File: src/rtl/gpio_port_pkg.sv
package gpio_port_pkg;

  typedef struct packed {
    logic mux_en;
    logic pull_en;
    logic in_en;
  } pin_cfg_t;

  localparam int OFF_DIR     = 'h00;
  localparam int OFF_DIR_CLR = 'h04;
  localparam int OFF_DIR_SET = 'h08;
  localparam int OFF_OUT     = 'h10;
  localparam int OFF_OUT_CLR = 'h14;
  localparam int OFF_OUT_SET = 'h18;
  localparam int OFF_OUT_TGL = 'h1C;
  localparam int OFF_IN      = 'h20;
  localparam int OFF_BULK    = 'h24;

  localparam int BULK_CFG_LO = 16;
  localparam int BULK_STROBE = 24;
  localparam int BULK_HALF   = 31;

  localparam int SEL_W = 4;

endpackage

File: src/rtl/gpio_cfg_bank.sv
module gpio_cfg_bank
  import gpio_port_pkg::*;
#(
  parameter int NPINS = 32
) (
  input  logic                             clk,
  input  logic                             rst,
  input  logic                             cfg_we,
  input  logic [$clog2(NPINS)-1:0]         cfg_idx,
  input  pin_cfg_t                         cfg_wdata,
  input  logic                             sel_we,
  input  logic [$clog2(NPINS)-2:0]         sel_idx,
  input  logic [2*SEL_W-1:0]               sel_wdata,
  input  logic                             bulk_we,
  input  logic                             bulk_strobe,
  input  logic                             bulk_half,
  input  logic [NPINS/2-1:0]               bulk_mask,
  input  pin_cfg_t                         bulk_cfg,
  output pin_cfg_t [NPINS-1:0]             cfg_q,
  output logic [NPINS-1:0][SEL_W-1:0]      sel_q
);

  localparam int HALFW  = NPINS / 2;
  localparam int IDX_W  = $clog2(NPINS);
  localparam int PAIR_W = IDX_W - 1;

  logic bulk_go;
  assign bulk_go = bulk_we && bulk_strobe;

  for (genvar i = 0; i < NPINS; i++) begin : g_pin
    localparam bit UPPER = (i >= HALFW);
    pin_cfg_t          c_q;
    logic [SEL_W-1:0]  s_q;
    logic              direct_hit;
    logic              bulk_hit;
    logic              sel_hit;
    logic [SEL_W-1:0]  sel_nib;

    assign direct_hit = cfg_we && (cfg_idx == IDX_W'(i));
    assign bulk_hit   = bulk_go && (bulk_half == UPPER) && bulk_mask[i % HALFW];
    assign sel_hit    = sel_we && (sel_idx == PAIR_W'(i / 2));

    if (i % 2 == 1) begin : g_odd
      assign sel_nib = sel_wdata[2*SEL_W-1:SEL_W];
    end else begin : g_even
      assign sel_nib = sel_wdata[SEL_W-1:0];
    end

    always_ff @(posedge clk) begin
      if (rst) begin
        c_q <= '0;
      end else if (direct_hit) begin
        c_q <= cfg_wdata;
      end else if (bulk_hit) begin
        c_q <= bulk_cfg;
      end
    end

    always_ff @(posedge clk) begin
      if (rst) begin
        s_q <= '0;
      end else if (sel_hit) begin
        s_q <= sel_nib;
      end
    end

    assign cfg_q[i] = c_q;
    assign sel_q[i] = s_q;
  end

  AST_BULK_HOLD: assert property (@(posedge clk) disable iff (rst)
    (bulk_we && !bulk_strobe && !cfg_we) |=> $stable(cfg_q));

  AST_LOW_HALF_KEEPS_UPPER: assert property (@(posedge clk) disable iff (rst)
    (bulk_go && !bulk_half && !cfg_we) |=> $stable(cfg_q[NPINS-1:HALFW]));

  AST_HIGH_HALF_KEEPS_LOWER: assert property (@(posedge clk) disable iff (rst)
    (bulk_go && bulk_half && !cfg_we) |=> $stable(cfg_q[HALFW-1:0]));

endmodule

File: src/rtl/gpio_in_sync.sv
module gpio_in_sync #(
  parameter int NPINS = 32
) (
  input  logic             clk,
  input  logic             rst,
  input  logic [NPINS-1:0] pad_in,
  input  logic [NPINS-1:0] in_en,
  output logic [NPINS-1:0] in_val
);

  logic [NPINS-1:0] meta_q;
  logic [NPINS-1:0] stable_q;

  always_ff @(posedge clk) begin
    if (rst) begin
      meta_q   <= '0;
      stable_q <= '0;
    end else begin
      meta_q   <= pad_in;
      stable_q <= meta_q;
    end
  end

  assign in_val = stable_q & in_en;

endmodule

File: src/rtl/gpio_pad_drive.sv
module gpio_pad_drive
  import gpio_port_pkg::*;
#(
  parameter int NPINS   = 32,
  parameter int NPERIPH = 16
) (
  input  logic                         clk,
  input  logic                         rst,
  input  logic [NPINS-1:0]             dir,
  input  logic [NPINS-1:0]             lvl,
  input  pin_cfg_t [NPINS-1:0]         cfg,
  input  logic [NPINS-1:0][SEL_W-1:0]  sel,
  input  logic [NPERIPH-1:0]           periph_out,
  input  logic [NPERIPH-1:0]           periph_oe,
  output logic [NPINS-1:0]             pad_out,
  output logic [NPINS-1:0]             pad_oe,
  output logic [NPINS-1:0]             pad_pull_en,
  output logic [NPINS-1:0]             pad_pull_up
);

  localparam int NSRC = 1 << SEL_W;

  logic [NSRC-1:0] src_lvl;
  logic [NSRC-1:0] src_oe;

  assign src_lvl = NSRC'(periph_out);
  assign src_oe  = NSRC'(periph_oe);

  for (genvar i = 0; i < NPINS; i++) begin : g_pad
    logic out_d, oe_d, pull_d;
    logic out_q, oe_q, pull_q, up_q;

    always_comb begin
      if (cfg[i].mux_en) begin
        out_d = src_lvl[sel[i]];
        oe_d  = src_oe[sel[i]];
      end else begin
        out_d = lvl[i];
        oe_d  = dir[i];
      end
      pull_d = cfg[i].pull_en && !dir[i] && !cfg[i].mux_en;
    end

    always_ff @(posedge clk) begin
      if (rst) begin
        out_q  <= 1'b0;
        oe_q   <= 1'b0;
        pull_q <= 1'b0;
        up_q   <= 1'b0;
      end else begin
        out_q  <= out_d;
        oe_q   <= oe_d;
        pull_q <= pull_d;
        up_q   <= pull_d && lvl[i];
      end
    end

    assign pad_out[i]     = out_q;
    assign pad_oe[i]      = oe_q;
    assign pad_pull_en[i] = pull_q;
    assign pad_pull_up[i] = up_q;

    AST_PULL_NOT_DRIVING: assert property (@(posedge clk) disable iff (rst)
      pad_pull_en[i] |-> !pad_oe[i]);

    AST_PERIPH_FOLLOW: assert property (@(posedge clk) disable iff (rst)
      cfg[i].mux_en |=> (pad_out[i] == $past(src_lvl[sel[i]])));

    AST_GPIO_OWNS_PIN: assert property (@(posedge clk) disable iff (rst)
      !cfg[i].mux_en |=> (pad_oe[i] == $past(dir[i]) && pad_out[i] == $past(lvl[i])));
  end

endmodule

File: src/rtl/gpio_bulk_port.sv
module gpio_bulk_port
  import gpio_port_pkg::*;
#(
  parameter int NPINS   = 32,
  parameter int NPERIPH = 16,
  parameter int AW      = 8
) (
  input  logic               clk,
  input  logic               rst,
  input  logic               bus_we,
  input  logic [AW-1:0]      bus_addr,
  input  logic [31:0]        bus_wdata,
  output logic [31:0]        bus_rdata,
  input  logic [NPINS-1:0]   pad_in,
  input  logic [NPERIPH-1:0] periph_out,
  input  logic [NPERIPH-1:0] periph_oe,
  output logic [NPINS-1:0]   pad_out,
  output logic [NPINS-1:0]   pad_oe,
  output logic [NPINS-1:0]   pad_pull_en,
  output logic [NPINS-1:0]   pad_pull_up
);

  localparam int HALFW  = NPINS / 2;
  localparam int IDX_W  = $clog2(NPINS);
  localparam int PAIR_W = IDX_W - 1;

  logic [NPINS-1:0]            dir_q;
  logic [NPINS-1:0]            lvl_q;
  logic [NPINS-1:0]            in_val;
  logic [NPINS-1:0]            in_en_vec;
  pin_cfg_t [NPINS-1:0]        cfg_q;
  logic [NPINS-1:0][SEL_W-1:0] sel_q;

  logic               cfg_hit, sel_hit, bulk_hit;
  logic [IDX_W-1:0]   pin_idx;
  logic [PAIR_W-1:0]  pair_idx;
  logic [NPINS-1:0]   wmask;
  logic [31:0]        rd_d;

  assign wmask    = bus_wdata[NPINS-1:0];
  assign pin_idx  = bus_addr[IDX_W+1:2];
  assign pair_idx = bus_addr[PAIR_W+1:2];
  assign cfg_hit  = (bus_addr >> (IDX_W + 2)) == AW'(1);
  assign sel_hit  = (bus_addr >> (IDX_W + 1)) == AW'(1);
  assign bulk_hit = (bus_addr == AW'(OFF_BULK));

  always_ff @(posedge clk) begin
    if (rst) begin
      dir_q <= '0;
      lvl_q <= '0;
    end else if (bus_we) begin
      case (bus_addr)
        AW'(OFF_DIR):     dir_q <= wmask;
        AW'(OFF_DIR_CLR): dir_q <= dir_q & ~wmask;
        AW'(OFF_DIR_SET): dir_q <= dir_q | wmask;
        AW'(OFF_OUT):     lvl_q <= wmask;
        AW'(OFF_OUT_CLR): lvl_q <= lvl_q & ~wmask;
        AW'(OFF_OUT_SET): lvl_q <= lvl_q | wmask;
        AW'(OFF_OUT_TGL): lvl_q <= lvl_q ^ wmask;
        default: ;
      endcase
    end
  end

  gpio_cfg_bank #(.NPINS(NPINS)) u_cfg (
    .clk         (clk),
    .rst         (rst),
    .cfg_we      (bus_we && cfg_hit),
    .cfg_idx     (pin_idx),
    .cfg_wdata   (pin_cfg_t'(bus_wdata[2:0])),
    .sel_we      (bus_we && sel_hit),
    .sel_idx     (pair_idx),
    .sel_wdata   (bus_wdata[2*SEL_W-1:0]),
    .bulk_we     (bus_we && bulk_hit),
    .bulk_strobe (bus_wdata[BULK_STROBE]),
    .bulk_half   (bus_wdata[BULK_HALF]),
    .bulk_mask   (bus_wdata[HALFW-1:0]),
    .bulk_cfg    (pin_cfg_t'(bus_wdata[BULK_CFG_LO+2:BULK_CFG_LO])),
    .cfg_q       (cfg_q),
    .sel_q       (sel_q)
  );

  for (genvar i = 0; i < NPINS; i++) begin : g_inen
    assign in_en_vec[i] = cfg_q[i].in_en;
  end

  gpio_in_sync #(.NPINS(NPINS)) u_sync (
    .clk    (clk),
    .rst    (rst),
    .pad_in (pad_in),
    .in_en  (in_en_vec),
    .in_val (in_val)
  );

  gpio_pad_drive #(.NPINS(NPINS), .NPERIPH(NPERIPH)) u_pad (
    .clk         (clk),
    .rst         (rst),
    .dir         (dir_q),
    .lvl         (lvl_q),
    .cfg         (cfg_q),
    .sel         (sel_q),
    .periph_out  (periph_out),
    .periph_oe   (periph_oe),
    .pad_out     (pad_out),
    .pad_oe      (pad_oe),
    .pad_pull_en (pad_pull_en),
    .pad_pull_up (pad_pull_up)
  );

  always_comb begin
    rd_d = '0;
    if (bus_addr == AW'(OFF_DIR) || bus_addr == AW'(OFF_DIR_CLR) ||
        bus_addr == AW'(OFF_DIR_SET)) begin
      rd_d = 32'(dir_q);
    end else if (bus_addr == AW'(OFF_OUT) || bus_addr == AW'(OFF_OUT_CLR) ||
                 bus_addr == AW'(OFF_OUT_SET) || bus_addr == AW'(OFF_OUT_TGL)) begin
      rd_d = 32'(lvl_q);
    end else if (bus_addr == AW'(OFF_IN)) begin
      rd_d = 32'(in_val);
    end else if (cfg_hit) begin
      rd_d = 32'(cfg_q[pin_idx]);
    end else if (sel_hit) begin
      rd_d = 32'({sel_q[{pair_idx, 1'b1}], sel_q[{pair_idx, 1'b0}]});
    end
  end

  always_ff @(posedge clk) begin
    if (rst) bus_rdata <= '0;
    else     bus_rdata <= rd_d;
  end

  AST_DIR_SET_MASKED: assert property (@(posedge clk) disable iff (rst)
    (bus_we && bus_addr == AW'(OFF_DIR_SET)) |=>
      (dir_q == ($past(dir_q) | $past(wmask))));

  AST_DIR_CLR_MASKED: assert property (@(posedge clk) disable iff (rst)
    (bus_we && bus_addr == AW'(OFF_DIR_CLR)) |=>
      (dir_q == ($past(dir_q) & ~$past(wmask))));

  AST_OUT_TGL_MASKED: assert property (@(posedge clk) disable iff (rst)
    (bus_we && bus_addr == AW'(OFF_OUT_TGL)) |=>
      (lvl_q == ($past(lvl_q) ^ $past(wmask))));

  AST_IN_GATED: assert property (@(posedge clk) disable iff (rst)
    (bus_addr == AW'(OFF_IN)) |=>
      ((bus_rdata[NPINS-1:0] & ~$past(in_en_vec)) == '0));

  AST_BULK_READS_ZERO: assert property (@(posedge clk) disable iff (rst)
    bulk_hit |=> (bus_rdata == '0));

endmodule

File: config.mk
export PLATFORM = sky130hd
export DESIGN_NAME = gpio_bulk_port
export DESIGN_NICKNAME = d
export VERILOG_FILES = /design/src/rtl/gpio_port_pkg.sv /design/src/rtl/gpio_cfg_bank.sv /design/src/rtl/gpio_in_sync.sv /design/src/rtl/gpio_pad_drive.sv /design/src/rtl/gpio_bulk_port.sv
export SDC_FILE = /design/constraint.sdc
export NUM_CORES = 1
export LEC_CHECK = 0
export BUFFER_PORTS_ARGS = -buffer_cell sky130_fd_sc_hd__clkbuf_2
export CELL_PAD_IN_SITES_DETAIL_PLACEMENT = 2
export CELL_PAD_IN_SITES_GLOBAL_PLACEMENT = 2
export CORE_ASPECT_RATIO = 2
export CORE_MARGIN = 3
export CORE_UTILIZATION = 26
export DETAILED_ROUTE_END_ITERATION = 8
export PLACE_DENSITY_LB_ADDON = 0.1
export SLEW_MARGIN = 20
export SYNTH_ARGS = -nofsm -noshare
export SYNTH_HDL_FRONTEND = slang
export SYNTH_SLANG_ARGS = --single-unit
File: constraint.sdc
create_clock -name clk -period 2.1 [get_ports clk]
set_input_delay 0.315 -clock clk [delete_from_list [all_inputs] [get_ports clk]]
set_output_delay 0.315 -clock clk [all_outputs]
set_load 0.02 [all_outputs]
======== Word-level counts from Yosys, hierarchy flattened ========
Index checks and enable logic that the tools add are counted.
storage, ports and cells
  bits of input ports ..................... 107
  flip-flop bits (word level) ............. 512
cells by class
  mux-type cells .......................... 269
  order comparisons ....................... 35
  reduce and logical (&&, ||, !) cells .... 290
  eq/ne operators ......................... 55
  bitwise logic cells ..................... 8
operators with widths
  kind                                                                   count
  1-bit binary-select mux with 4-bit select                              64
  3-bit two-way mux                                                      65
  1-bit logical AND                                                      182
  4-bit by 5-bit < comparator with 1-bit output (second input constant)  32
  1-bit two-way mux                                                      128
  32-bit case mux with 4 select lines                                    1
  32-bit bitwise AND                                                     3
  32-bit two-way mux                                                     3
  32-bit case mux with 3 select lines                                    1
  5-bit == test (second input constant)                                  16
  1-bit logical NOT                                                      64
  32-bit OR                                                              2
  2-bit nonzero test                                                     32
  5-bit by 4-bit == test with 1-bit output (second input constant)       8
  4-bit binary-select mux with 4-bit select                              2
  4-bit == test (second input constant)                                  8
  8-bit by 5-bit == test with 1-bit output (second input constant)       4
  32-bit inverter                                                        1
  32-bit XOR                                                             1
  5-bit by 3-bit == test with 1-bit output (second input constant)       4
  5-bit by 6-bit < comparator with 1-bit output (second input constant)  3
  4-bit by 3-bit == test with 1-bit output (second input constant)       4
  8-bit by 6-bit == test with 1-bit output (second input constant)       2
  8-bit two-way mux                                                      2
  other kinds (17)                                                       25

======== Longest topological paths before layout ========
Gate-level depths: netlist of run 1.
  depth in word-level cells ............... 7
  gate-level depth with buffers ........... 9

======== Modules after synthesis ========
Synthesis of run 1 repeated with hierarchy kept, for this count alone.
unflattened totals
  cells, all modules ...................... 3874
  area total of the unflattened synthesis .. 34749.6 um2
modules (own cells, without submodules)
  module          instances  cells an instance  area each (um2)  seq. area each (um2)
  gpio_pad_drive  1          1806               15401.0          2562.5
  gpio_cfg_bank   1          1134               9770.6           4484.3
  gpio_bulk_port  1          767                7459.7           1921.8
  gpio_in_sync    1          167                2118.3           1281.2

======== Worst setup path after synthesis of run 1 ========
Ideal clock, no wire load.
  kind .................................... input to register
  from .................................... in bus_addr[3]
  to ...................................... reg bus_rdata[4]
  cell stages on the path ................. 6
  library setup time ...................... 0.128 ns
  slack ................................... 0.030 ns
  required time ........................... 1.972 ns
  arrival ................................. 1.943 ns
  path through ............................ buf_2 buf_1 mux4_2 mux4_2 a221oi_1 nor2_1
on the way
  word-level cells in the longest chain between the ends .. 7
  elaborated cells between the ends (all ways) .. 20
  classes of those cells .................. eq/ne (7); mux (7); reduce/logical (6)
RTL lines
  item                                       RTL line               source
  from (decl)                                gpio_bulk_port.sv:11   input logic [AW-1:0] bus_addr,
  4-bit binary-select mux with 4-bit select  gpio_bulk_port.sv:123  rd_d = 32'({sel_q[{pair_idx, 1'b1}], sel_q[{pair_idx, 1'b0}]});
  4-bit two-way mux (not written as such)    gpio_bulk_port.sv:123
  8-bit two-way mux                          gpio_bulk_port.sv:122  end else if (sel_hit) begin
  8-bit two-way mux                          gpio_bulk_port.sv:120  end else if (cfg_hit) begin
  32-bit two-way mux                         gpio_bulk_port.sv:118  end else if (bus_addr == AW'(OFF_IN)) begin
  32-bit two-way mux                         gpio_bulk_port.sv:115  end else if (bus_addr == AW'(OFF_OUT) || bus_addr == AW'(OFF_OUT_CLR) ||
  32-bit two-way mux (*)                     gpio_bulk_port.sv:112  if (bus_addr == AW'(OFF_DIR) || bus_addr == AW'(OFF_DIR_CLR) ||
  to (signal assigned)                       gpio_bulk_port.sv:129  else bus_rdata <= rd_d;
  to (decl)                                  gpio_bulk_port.sv:13   output logic [31:0] bus_rdata,
Every way passes the cells marked *; elsewhere a longest branch is shown, timed or not. The select of a mux whose other input is x is not followed.
A chain may end at the register's enable or synchronous reset.

======== Worst setup path after layout of run 1 ========
  from .................................... reg u_cfg.g_pin[11].s_q[0]
  to ...................................... reg u_pad.g_pad[11].out_q
on the way
  word-level cells in the longest chain between the ends .. 3
RTL lines
  item                                       RTL line              source
  from (decl)                                gpio_cfg_bank.sv:33   logic [SEL_W-1:0] s_q;
  from (signal assigned)                     gpio_cfg_bank.sv:63   s_q <= sel_nib;
  1-bit binary-select mux with 4-bit select  gpio_pad_drive.sv:35  out_d = src_lvl[sel[i]];
  1-bit two-way mux (not written as such)    gpio_pad_drive.sv:35
  1-bit two-way mux                          gpio_pad_drive.sv:34  if (cfg[i].mux_en) begin
  to (signal assigned)                       gpio_pad_drive.sv:51  out_q <= out_d;
  to (decl)                                  gpio_pad_drive.sv:31  logic out_q, oe_q, pull_q, up_q;
No other way between the ends. The select of a mux whose other input is x is not followed.

==> results of run 1 <==
[worst paths after layout]
check / cells past startpoint / endpoint / from / slack, ns
max: 4 / u_pad.g_pad[11].out_q / u_cfg.g_pin[11].s_q[0] / 0.03
min: 3 / dir_q[20] / bus_wdata[20] / 0.07
max reg2reg: 4 / u_pad.g_pad[11].out_q / u_cfg.g_pin[11].s_q[0] / 0.03
min reg2reg: 1 / u_sync.stable_q[13] / u_sync.meta_q[13] / 0.45
[Yosys cell counts (74+ instances only)]
library cell,instances,area share
clkbuf_1,238,0.029
nor2b_1,78,0.016
nand2_1,188,0.023
buf_4,132,0.032
mux2i_1,216,0.069
nand3_1,107,0.017
a21oi_1,119,0.019
mux4_2,370,0.27
buf_2,74,0.012
a211oi_1,111,0.027
dfxtp_1,512,0.33
nor2_1,293,0.035
[worst max-delay path: stages, from the launching register on]
cell	delay (ns)
dfxtp_4	0.48
mux4_2	0.54
mux4_2	0.53
mux2i_1	0.28
nor2_1	0.11
[power by group]
group	leakage [nW]	total [W]	switching [W]	internal, W
Clock	0.997	0.0115	0.00471	0.00675
Sequential	4.16	0.00988	0.0000901	0.00979
Combinational	9.69	0.00332	0.00191	0.00141
[state kept, by name, indices dropped and copies added, names as in the netlist]
register,cells
u_sync.meta_q,32
u_pad.g_pad.oe_q,32
u_pad.g_pad.up_q,32
u_cfg.cfg_q,96
lvl_q,32
u_cfg.g_pin.s_q,128
u_pad.g_pad.out_q,32
u_sync.stable_q,32
bus_rdata,32
dir_q,32
u_pad.g_pad.pull_q,32
[through the flow]
step	hold slack (ns)	util	cells	setup slack, ns	total power (W)
after floorplan	0.414	-	2927	0.0297	0.0115
after global placement	0.424	0.316	4741	-0.474	0.0133
after detailed placement	0.431	0.316	4741	-0.480	0.0133
after CTS	0.0363	0.337	4886	0.000103	0.0250
after global routing	0.0620	0.338	4890	-0.0154	0.0254
final	0.0728	0.338	4891	0.0343	0.0247
[cell families after synthesis]
group                      count (synthesis)  share of synthesized area
AOI/OAI and AO/OA                        416                     0.0955
adders and majority gates                 64                     0.0257
buffers and inverters                    548                     0.0859
DFF                                      512                      0.329
muxes                                    591                      0.339
and+or+nand+nor                          796                      0.125
[layer usage]
| layer | up-vias | track usage |
|---|---|---|
| li1 | 11548 | - |
| met3 | 449 | 0.0281 |
| met5 | - | 0 |
| met1 | 14728 | 0.305 |
| met4 | 6 | 0.169 |
| met2 | 1178 | 0.494 |
[layout make-up]
cell class	instances	area, µm²
tap	1538	1920
fill	12541	78700
clock buffer	74	1620
clock inverter	27	433
inverter	66	248
timing repair buffer	805	7360
sequential	512	10300
antenna	2	5.00
multi-input combinational	1867	18300
[timing repair]
item / CTS / global route
hold buffers: 42 / 0
setup endpoints to repair: 47 / 25
buffers inserted: 2 / 3
endpoints found under the hold margin: 47 / 0
gates resized for setup: 36 / 27
==> flow_summary.ini, run 1 <==
[sta]
tns_ns = 0
relSlewSlack = 0.509
min_period_ns = 2.07
fin_skew_ns = 0.0225
setup_viol = 0
slew_viol_final = 0
fmaxAchievable_mhz = 484
hold_viol_final = 0
rsz0062_at_grt = true
worst_slew_pin_slew_ns = 0.737
fin_crit_sh = 0.984

[global_routing]
antenna_found_initial = 5
grt_max_degree = 79
first_global_vias = 30951
grt_pass1_wl_um = 241000
gr-usage-all-layers = 0.272
grt-ovfl-total = 0

[worst_hold_path]
hold_class = primary input to register

[worst_setup_path]
critPathArrivalTime_ns = 2.59
cp.required_ns = 2.62
cp_max_fo = 10
cp-end-kind = register
critPathKind = register to register
start_kind = register

[clocking]
cts_root_buf = clkbuf_16
htree_levels = 2
path_clk_slew_ns = 0.06
cts_inserted_buffers = 55
numClockSinks = 512
cts_tree = built
cts_max_path_buffers = 3
clock_latency_ns = 0.66

[floorplanning]
rows = 179
dieArea_um2 = 124000
ioPinCount = 267
initial_core_util = 0.262
die_h_um = 495
core_area_um2 = 119000
dieWidth_um = 251

[layout]
final_cell_mix = dfxtp_1 (484), mux4_2 (370), buf_4 (348), nor2_1 (291), clkbuf_2 (263)
synthToLayoutAreaGrowth_pct = 29.2
fin_area_um2 = 40200
final_common_cell = dfxtp_1
drive_gt1_frac = 0.389
nNetsFinal = 3478

[synthesis]
synth_fp_nets = 3098
ys_dominant_reg_cell = dfxtp_1
synth.distinct_cells = 60
synth_area_um2 = 31100
async_flop_share = 0
postSynthAreaPerCell_um2 = 10.6
ys_seq_elements = 512
synth_edf_count = 0
yosysWarnings = 0
synth-seq-area-share = 0.329
netlist_instances = 2927

[place]
dpl_cell_area_um2 = 37600
gp_congestion = 0.881
port_buffers = 266
dp.final_hpwl_um = 127000

[drt]
drc_errors = 0
dr_wl_met2_um = 88100
drt-wirelength-per-cell_um = 35.2
top_layer_used = met5
dr.pass1.iters = 6
via_per_inst = 5.71
wl_met3_um = 7250
via_count = 27909
wl_met1_um = 64100
drt-initial-drc-count = 2064
ant_nets = 0
routed_wl_um = 172000

[power_and_ir_drop]
p_leak_nw = 14.8
power.density_nw_per_um2 = 613
vdd_ir_drop_max_v = 0.000602

[flow_run]
max_cap_viol_count = 0

[run_status]
status = completed
(Power assumes the default switching activity.)
==> inputs of run 2 (changes only) <==
--- a/config.mk
+++ b/config.mk
@@ -5,13 +5,13 @@
 export SDC_FILE = /design/constraint.sdc
 export NUM_CORES = 1
 export LEC_CHECK = 0
-export BUFFER_PORTS_ARGS = -buffer_cell sky130_fd_sc_hd__clkbuf_2
 export CELL_PAD_IN_SITES_DETAIL_PLACEMENT = 2
 export CELL_PAD_IN_SITES_GLOBAL_PLACEMENT = 2
 export CORE_ASPECT_RATIO = 2
 export CORE_MARGIN = 3
 export CORE_UTILIZATION = 26
 export DETAILED_ROUTE_END_ITERATION = 8
+export DONT_BUFFER_PORTS = 1
 export PLACE_DENSITY_LB_ADDON = 0.1
 export SLEW_MARGIN = 20
 export SYNTH_ARGS = -nofsm -noshare
==> run 2 against run 1 <==
  * The flow now finishes with violations (negative hold slack, negative setup slack)
  * Via count grew 0.58%
  * Clock power is essentially flat
  * Global-route usage grew 0.46 points
  * Power shrank 5.6%
  * Critical endpoint is now u_cfg.g_pin[18].s_q[3]
==> flow_summary.ini, run 2 (synthesis gave the netlist of run 1 again) <==
[place]
dp.final_hpwl_um = 110000
preCtsSetupSlack_ns = -0.274
gp_congestion = 0.815
port_buffers = 0

[layout]
synthToLayoutAreaGrowth_pct = 29.6
largest_reg_flops = 128
nNetsFinal = 3406
final_common_cell = dfxtp_1
final_cell_mix = dfxtp_1 (491), dlygate4sd3_1 (458), mux4_2 (370), nor2_1 (291), buf_4 (215)
drive_gt1_frac = 0.249
top_register = u_cfg.g_pin.s_q
fin_util = 0.339

[clocking]
cts_inserted_buffers = 56
clock_latency_ns = 0.69
cts_max_path_buffers = 3
htree_levels = 2
numClockSinks = 512
cts_tree = built
path_clk_slew_ns = 0.07
cts_root_buf = clkbuf_16
post_cts_buffers = 0

[drt]
routed_wl_um = 177000
via_count = 28071
via_per_inst = 5.81
ant_nets = 0
drt-initial-drc-count = 2229
drc_errors = 0
drt-wirelength-per-cell_um = 36.6
dr.pass1.iters = 5

[sta]
setup_viol = 5
whs_ns = -0.120
min_period_ns = 2.12
fmaxAchievable_mhz = 472
worst_slew_pin_slew_ns = 1.04
fin_skew_ns = 0.0314
hold_viol_final = 14
slew_viol_final = 0
fin_crit_sh = 1.01
relSlewSlack = 0.305
finalWorstSetupSlack_ns = -0.0166
rsz0062_at_grt = true

[worst_setup_path]
reg2regPathDepth = 4
crit_path_start = bus_addr[6]
r2r-start = u_cfg.g_pin[22].s_q[3]
cp.required_ns = 2.73
cp-end-kind = register
critPathKind = primary input to register
cp_max_fo = 27
critPathArrivalTime_ns = 2.75
start_kind = primary input

[global_routing]
first_global_vias = 30373
antenna_found_initial = 4
grt-ovfl-total = 0
grt_pass1_wl_um = 243000
grt_max_degree = 483
gr-usage-all-layers = 0.277

[floorplanning]
dieArea_um2 = 124000
die_h_um = 495
ioPinCount = 267
initial_core_util = 0.262
core_area_um2 = 119000
rows = 179
dieWidth_um = 251

[power_and_ir_drop]
vdd_ir_drop_max_v = 0.000644
p_leak_nw = 15.0
power.density_nw_per_um2 = 577

[run_status]
violations = negative hold slack, negative setup slack
status = finished with violations

[flow_run]
max_cap_viol_count = 0

[worst_hold_path]
holdPathStages = 1
hp-start = rst
hold_class = primary input to register
run 2: worst max-delay path, stage by stage:
cell and delay, ns:
nor2b_2 0.35, and2_2 0.43, buf_12 0.24, nand3_1 0.09, dlygate4sd3_1 0.57, a21oi_1 0.14
dlygate4sd3_1 0.59
run 2: stage by stage:
stage	std cells	area (µm²)	total power, W	hold WS (ns)	setup TNS [ns]
floorplan	2927	31100	0.0115	0.414	0
global placement	4243	33100	0.0113	0.424	-9.77
detailed placement	4243	33100	0.0114	0.429	-13.77
CTS	4794	39900	0.0236	-0.269	-0.0537
global route	4828	40300	0.0240	-0.210	-0.103
finish	4833	40300	0.0233	-0.120	-0.0459
run 2: path summary, 6_finish.rpt:
path,end,slack [ns]
max reg2reg,bus_rdata[3],-0.01
max,u_cfg.g_pin[18].s_q[3],-0.02
min,u_pad.g_pad[13].oe_q,-0.12
min reg2reg,u_pad.g_pad[17].up_q,0.54
run 2: metal layers:
| metal | global-route usage | vias up | wire [µm] |
|---|---|---|---|
| met2 | 0.506 | 1348 | 90300 |
| met3 | 0.0531 | 452 | 11600 |
| met1 | 0.302 | 14857 | 63800 |
| met5 | 0 | - | 13 |
| li1 | - | 11412 | - |
| met4 | 0.147 | 2 | 11200 |
run 2: area by class of cell:
class	instances	area, µm²
clock buffer	64	1470
inverter	66	248
timing repair buffer	732	7400
sequential	512	10300
clock inverter	42	609
fill	12559	78600
multi-input combinational	1867	18400
antenna	12	30.0
tap	1538	1920
run 2: timing repair:
action / 4_1_cts / 5_1_grt
gates cloned: 0 / 2
hold buffers: 445 / 25
resized for setup: 24 / 30
endpoints found under the hold margin: 489 / 98
pin swaps: 0 / 1
endpoints found under the setup margin: 17 / 53
run 2: where the power goes:
part	internal [W]	switching [W]	total (W)
clock network	0.00650	0.00511	0.0116
registers	0.00980	0.0000964	0.00989
logic	0.000972	0.000816	0.00179
